`config.mk`:
```
export PLATFORM = sky130hd
export DESIGN_NAME = wr_beat_pacer
export DESIGN_NICKNAME = d
export VERILOG_FILES = /design/src/rtl/wbp_pkg.sv /design/src/rtl/wbp_code_filter.sv /design/src/rtl/wbp_slot_gen.sv /design/src/rtl/wr_beat_pacer.sv
export SDC_FILE = /design/constraint.sdc
export NUM_CORES = 1
export LEC_CHECK = 0
export BUFFER_PORTS_ARGS = -buffer_cell sky130_fd_sc_hd__buf_2
export CORE_UTILIZATION = 54
export DETAILED_ROUTE_END_ITERATION = 8
export GPL_TIMING_DRIVEN = 1
export PLACE_DENSITY_LB_ADDON = 0.05
export SLEW_MARGIN = 20
export SYNTH_ARGS = -nofsm -noshare
export SYNTH_HDL_FRONTEND = slang
export SYNTH_SLANG_ARGS = --single-unit
```
`constraint.sdc`:
```
create_clock -name clk -period 5.3 [get_ports clk]
set_clock_uncertainty 0.05 [all_clocks]
set_input_delay 0.795 -clock clk [delete_from_list [all_inputs] [get_ports clk]]
set_output_delay 0.795 -clock clk [all_outputs]
set_load 0.005 [all_outputs]
```
`src/rtl/wbp_pkg.sv`:
```
package wbp_pkg;
   localparam int CODE_W   = 4;
   localparam int LEN_W    = 4;
   localparam int SLOT_W   = 3;
   localparam int MAX_CODE = 8;

   typedef enum logic [1:0] {ST_IDLE, ST_GAP, ST_DATA, ST_FIN} pacer_st_e;

   // slots per pattern period
   function automatic logic [LEN_W-1:0] rate_len(input logic [CODE_W-1:0] c);
      case (c)
         4'd1:    rate_len = 4'd3;
         4'd2:    rate_len = 4'd4;
         4'd3:    rate_len = 4'd2;
         4'd4:    rate_len = 4'd5;
         4'd5:    rate_len = 4'd6;
         4'd6:    rate_len = 4'd3;
         4'd7:    rate_len = 4'd8;
         4'd8:    rate_len = 4'd4;
         default: rate_len = 4'd1;
      endcase
   endfunction

   // driven slots at the start of each period
   function automatic logic [1:0] rate_burst(input logic [CODE_W-1:0] c);
      case (c)
         4'd1, 4'd2, 4'd4, 4'd5, 4'd7: rate_burst = 2'd2;
         default:                      rate_burst = 2'd1;
      endcase
   endfunction
endpackage

```
`src/rtl/wbp_code_filter.sv`:
```
module wbp_code_filter
   import wbp_pkg::*;
(
   input  logic [CODE_W-1:0] code_in,
   output logic [CODE_W-1:0] code_eff,
   output logic              code_bad
);
   always_comb begin
      code_bad = (code_in > CODE_W'(MAX_CODE));
      code_eff = code_bad ? '0 : code_in;
   end
endmodule

```
`src/rtl/wbp_slot_gen.sv`:
```
module wbp_slot_gen
   import wbp_pkg::*;
(
   input  logic              clk,
   input  logic              rst_n,
   input  logic              restart,
   input  logic              advance,
   input  logic [CODE_W-1:0] code,
   output logic              drive
);
   logic [SLOT_W-1:0] slot_q;
   logic [LEN_W-1:0]  len;
   logic [1:0]        burst;

   always_comb begin
      len   = rate_len(code);
      burst = rate_burst(code);
      drive = ({1'b0, slot_q} < {2'b00, burst});
   end

   always_ff @(posedge clk) begin
      if (!rst_n || restart) begin
         slot_q <= '0;
      end else if (advance) begin
         if ({1'b0, slot_q} + LEN_W'(1) == len) slot_q <= '0;
         else                                   slot_q <= slot_q + 1'b1;
      end
   end
endmodule

```
`src/rtl/wr_beat_pacer.sv`:
```
module wr_beat_pacer
   import wbp_pkg::*;
#(
   parameter int DW          = 32,
   parameter int AW          = 32,
   parameter int BLOCK_WORDS = 4,
   parameter int GAP_W       = 3
) (
   input  logic                      clk,
   input  logic                      rst_n,
   input  logic [CODE_W-1:0]         rate_code,
   input  logic [GAP_W-1:0]          gap_cfg,
   input  logic                      req_valid,
   input  logic                      req_block,
   input  logic [AW-1:0]             req_addr,
   input  logic [BLOCK_WORDS*DW-1:0] req_data,
   output logic [DW-1:0]             bus_out,
   output logic                      bus_valid,
   output logic                      busy,
   output logic                      done,
   output logic                      code_err
);
   localparam int IDX_W = (BLOCK_WORDS > 1) ? $clog2(BLOCK_WORDS) : 1;

   if (BLOCK_WORDS < 2) begin : g_bad_words
      $error("BLOCK_WORDS must be at least 2");
   end
   if (AW != DW) begin : g_bad_width
      $error("address and data share the bus: AW must equal DW");
   end
   if (GAP_W < 1) begin : g_bad_gap
      $error("GAP_W must be at least 1");
   end

   pacer_st_e          st_q;
   logic [GAP_W-1:0]   gcnt_q;
   logic [IDX_W-1:0]   widx_q, last_q;
   logic [CODE_W-1:0]  code_q, code_eff;
   logic               code_bad, drive, accept;
   logic [DW-1:0]      words_q [BLOCK_WORDS];
   logic [DW-1:0]      bus_q;
   logic               vld_q, busy_q, done_q, err_q;

   assign accept = (st_q == ST_IDLE) && req_valid;

   wbp_code_filter u_filter (
      .code_in  (rate_code),
      .code_eff (code_eff),
      .code_bad (code_bad)
   );

   wbp_slot_gen u_slots (
      .clk     (clk),
      .rst_n   (rst_n),
      .restart (accept),
      .advance (st_q == ST_DATA),
      .code    (code_q),
      .drive   (drive)
   );

   for (genvar i = 0; i < BLOCK_WORDS; i++) begin : g_words
      always_ff @(posedge clk) begin
         if (!rst_n)      words_q[i] <= '0;
         else if (accept) words_q[i] <= req_data[i*DW +: DW];
      end
   end

   always_ff @(posedge clk) begin
      if (!rst_n) begin
         st_q   <= ST_IDLE;
         gcnt_q <= '0;
         widx_q <= '0;
         last_q <= '0;
         code_q <= '0;
         bus_q  <= '0;
         vld_q  <= 1'b0;
         busy_q <= 1'b0;
         done_q <= 1'b0;
         err_q  <= 1'b0;
      end else begin
         done_q <= 1'b0;
         case (st_q)
            ST_IDLE: begin
               if (req_valid) begin
                  bus_q  <= req_addr;
                  vld_q  <= 1'b1;
                  busy_q <= 1'b1;
                  code_q <= code_eff;
                  gcnt_q <= gap_cfg;
                  widx_q <= '0;
                  last_q <= req_block ? IDX_W'(BLOCK_WORDS - 1) : '0;
                  st_q   <= (gap_cfg == '0) ? ST_DATA : ST_GAP;
                  if (code_bad) err_q <= 1'b1;
               end
            end
            ST_GAP: begin
               vld_q  <= 1'b0;
               gcnt_q <= gcnt_q - 1'b1;
               if (gcnt_q == GAP_W'(1)) st_q <= ST_DATA;
            end
            ST_DATA: begin
               if (drive) begin
                  bus_q  <= words_q[widx_q];
                  vld_q  <= 1'b1;
                  widx_q <= widx_q + 1'b1;
                  if (widx_q == last_q) st_q <= ST_FIN;
               end else begin
                  vld_q <= 1'b0;
               end
            end
            default: begin
               vld_q  <= 1'b0;
               busy_q <= 1'b0;
               done_q <= 1'b1;
               st_q   <= ST_IDLE;
            end
         endcase
      end
   end

   assign bus_out   = bus_q;
   assign bus_valid = vld_q;
   assign busy      = busy_q;
   assign done      = done_q;
   assign code_err  = err_q;
endmodule

```
==> metrics <==
commonest non-fill, non-tap cell in the layout buf_2; Synth Flop Type edfxtp_1; I/O Buffers 206; Seq cells post-synth 185; vias in the first global route 5605; Max VDD drop 256 µV; DIE AREA 16000 µm²; Crit-path slowest cell a21oi_4; synthesis warning total 0; Core ar. 15100 µm²; proportion of layout cells with a drive suffix above 1 33.9%; post-synthesis sequential area ratio 59.7%; status finished, final reports clean; post-synthesis average cell area 13.6 µm²; switching power 1.23 mW; Die H 126 µm; P_leak 4.42 nW; asr flop ratio synth 0%; worst-margin pin slew 943 ps; minimum clock period after layout 3250 ps; via count 5496; nets 986; clock latency at the later pin of the worst-skew pair 420 ps; RD Place Congestion 0.763; most frequent cells in the layout buf_2 (206), and2_1 (131), edfxtp_1 (128); Resized cells post-CTS 0; synthesis-to-layout area growth 20.3%; DR vias/cell 5.46; Total GRT Usage 22.9%; EDFF count, synth 128; sequential power share 47.7%; Clock Tree Buf Depth 2; RSZ-0062 raised after global routing no; PD cells 447 nW/µm²; Die X 126 µm; DRT Pass-1 Iters 6; Gate Count Post-Synth 612; Residual DRC 0; Starting Density 55.1%; total wire length 17200 µm; fin crit share 61.3%; CTS sink cnt 185; CTS Buf Count 17; Setup WS post-layout 2050 ps; Multi-input gate area 3120 µm²; crit-path cells inv_1 -> ha_2 -> buf_4 -> o21bai_1 -> a21oi_4 -> buf_4 -> nand2_1 -> o211a_1; clock slew at reported path FFs 60 ps; IO Pins 207; Critical Path RT 5570 ps; synth top area cells edfxtp_1 (46%), dfxtp_1 (14%), and2_1 (9.8%); grt ovf 0; CP Capture Type flip-flop; Net Count, Synth 793; Rows 45; Int Power 3.26 mW; CTS tree done; depth of the CTS H-tree 4; Cell variety after synth 51; Reg area 4990 µm²; Setup-failing EPs final 0; Final Hold Fails 0; worst setup path class reg2reg; largest net degree at the start of global routing 131; worst hold path class reg2reg; synthesized cell area 8350 µm²; CP arrival 3510 ps; # hold bufs at CTS 0; clk root buf clkbuf_16; Comb pwr share 24.5%; Antenna Nets Post-Route 0; Final Util 66.3%; Worst setup SP type flip-flop; dpl hpwl 11700 µm; sw frac 27.5%; slowest stage delay, CP 590 ps; Clock power frac 27.8%; Max Freq 0.308 GHz; setup slack after placement 1830 ps; hold slack 425 ps; CP Max Fanout 38; area share of the largest cell type after synthesis 46.0%; Fin Setup TNS 0 ps; Final Power 4.49 mW; final slew viol count 0; global-route wire length before repair 27700 µm; Post-CTS Setup Inserts 0; Yosys top cell by area edfxtp_1; Fill cells 1147; Worst slew margin 37.1%; Max Cap Viol 0; Wirelength per Cell 17.1 µm; initial antenna violation count 2; CP most frequent cell buf_4; Starting DRT DRC Count 436
[power by group through the flow]
stage / Combinational, mW / Sequential (mW) / Clock, mW
after global routing: 1.22 / 2.19 / 1.33
after floorplan: 0.828 / 2.13 / 0
after detailed placement: 1.10 / 2.18 / 0
after CTS: 1.11 / 2.15 / 1.27
after global placement: 1.06 / 2.14 / 0
final: 1.10 / 2.14 / 1.25
[Yosys cell counts (all sizes together), types with 4 or more instances]
| library cell | count |
|---|---|
| nand2 | 44 |
| mux2i | 32 |
| a21oi | 17 |
| inv | 14 |
| nor2 | 7 |
| and2 | 131 |
| dfxtp | 57 |
| edfxtp | 128 |
| o211a | 33 |
| ha | 10 |
| o21ai | 14 |
| a22o | 5 |
| nor2b | 5 |
| mux4 | 32 |
| clkbuf | 23 |
| o31ai | 4 |
| nor3 | 4 |
| buf | 14 |
[final timing paths]
path                         start                       to  slack [ps]  depth (start not counted)
max           st_q[0]$_SDFFE_PN0P_  bus_out[8]$_SDFFE_PN0P_        2050                          8
min          code_err$_SDFFE_PN0P_    code_err$_SDFFE_PN0P_         430                          1
max reg2reg   st_q[0]$_SDFFE_PN0P_  bus_out[8]$_SDFFE_PN0P_        2050                          8
min reg2reg  code_err$_SDFFE_PN0P_    code_err$_SDFFE_PN0P_         430                          1
[cells by family (layout without fill, tap and decap cells)]
logic type	Yosys count	count (layout)	share of synthesized area, %
DFF	185	185	59.7
AOI/OAI and AO/OA	87	87	8.30
xor gates and xnor gates	3	3	0.315
other	0	2	0
muxes	66	66	12.7
buffers and inverters	51	256	2.92
adders and majority gates	10	10	1.50
and+or+nand+nor	210	210	14.5
[stage by stage]
step / instances / cell area (µm²)
3_3_place_gp: 974 / 9470
5_1_grt: 1006 / 10000
3_5_place_dp: 974 / 9470
2_1_floorplan: 612 / 8350
4_1_cts: 1005 / 10000
6_report: 1007 / 10000
[per-layer routing]
layer	vias to the layer above	GRT usage, %	wire [µm]
li1	2624	-	-
met1	2645	28.5	7170
met2	192	37.8	8600
met3	35	5.78	1010
met4	0	10.8	459
met5	-	0	0
[sequential cells by signal, indices dropped and copies added, names as in the netlist, named ones only]
register        count
words_q           128
bus_out            32
code_q              4
u_slots.len         4
gcnt_q              3
u_slots.slot_q      3
st_q                2
widx_q              2
bus_valid           1
busy                1
code_err            1
done                1
last_q              1
[worst max-delay path: cells and delay by family, from the launching register on]
| family | cells | cell delay (ps) |
|---|---|---|
| AOI/OAI and AO/OA | 3 | 970 |
| adders and majority gates | 1 | 500 |
| buffers and inverters | 3 | 1110 |
| DFF | 1 | 340 |
| and+or+nand+nor | 1 | 120 |
[layout make-up]
| class | count | share of cell area [%] |
|---|---|---|
| multi-input combinational | 376 | 31.1 |
| timing repair buffer | 211 | 10.6 |
| sequential | 185 | 49.6 |
| antenna | 2 | 0.0498 |
| clock buffer | 26 | 4.67 |
| inverter | 14 | 0.573 |
| tap | 188 | 2.34 |
| clock inverter | 5 | 0.996 |
No activity file was read; power rests on OpenSTA's default activity.
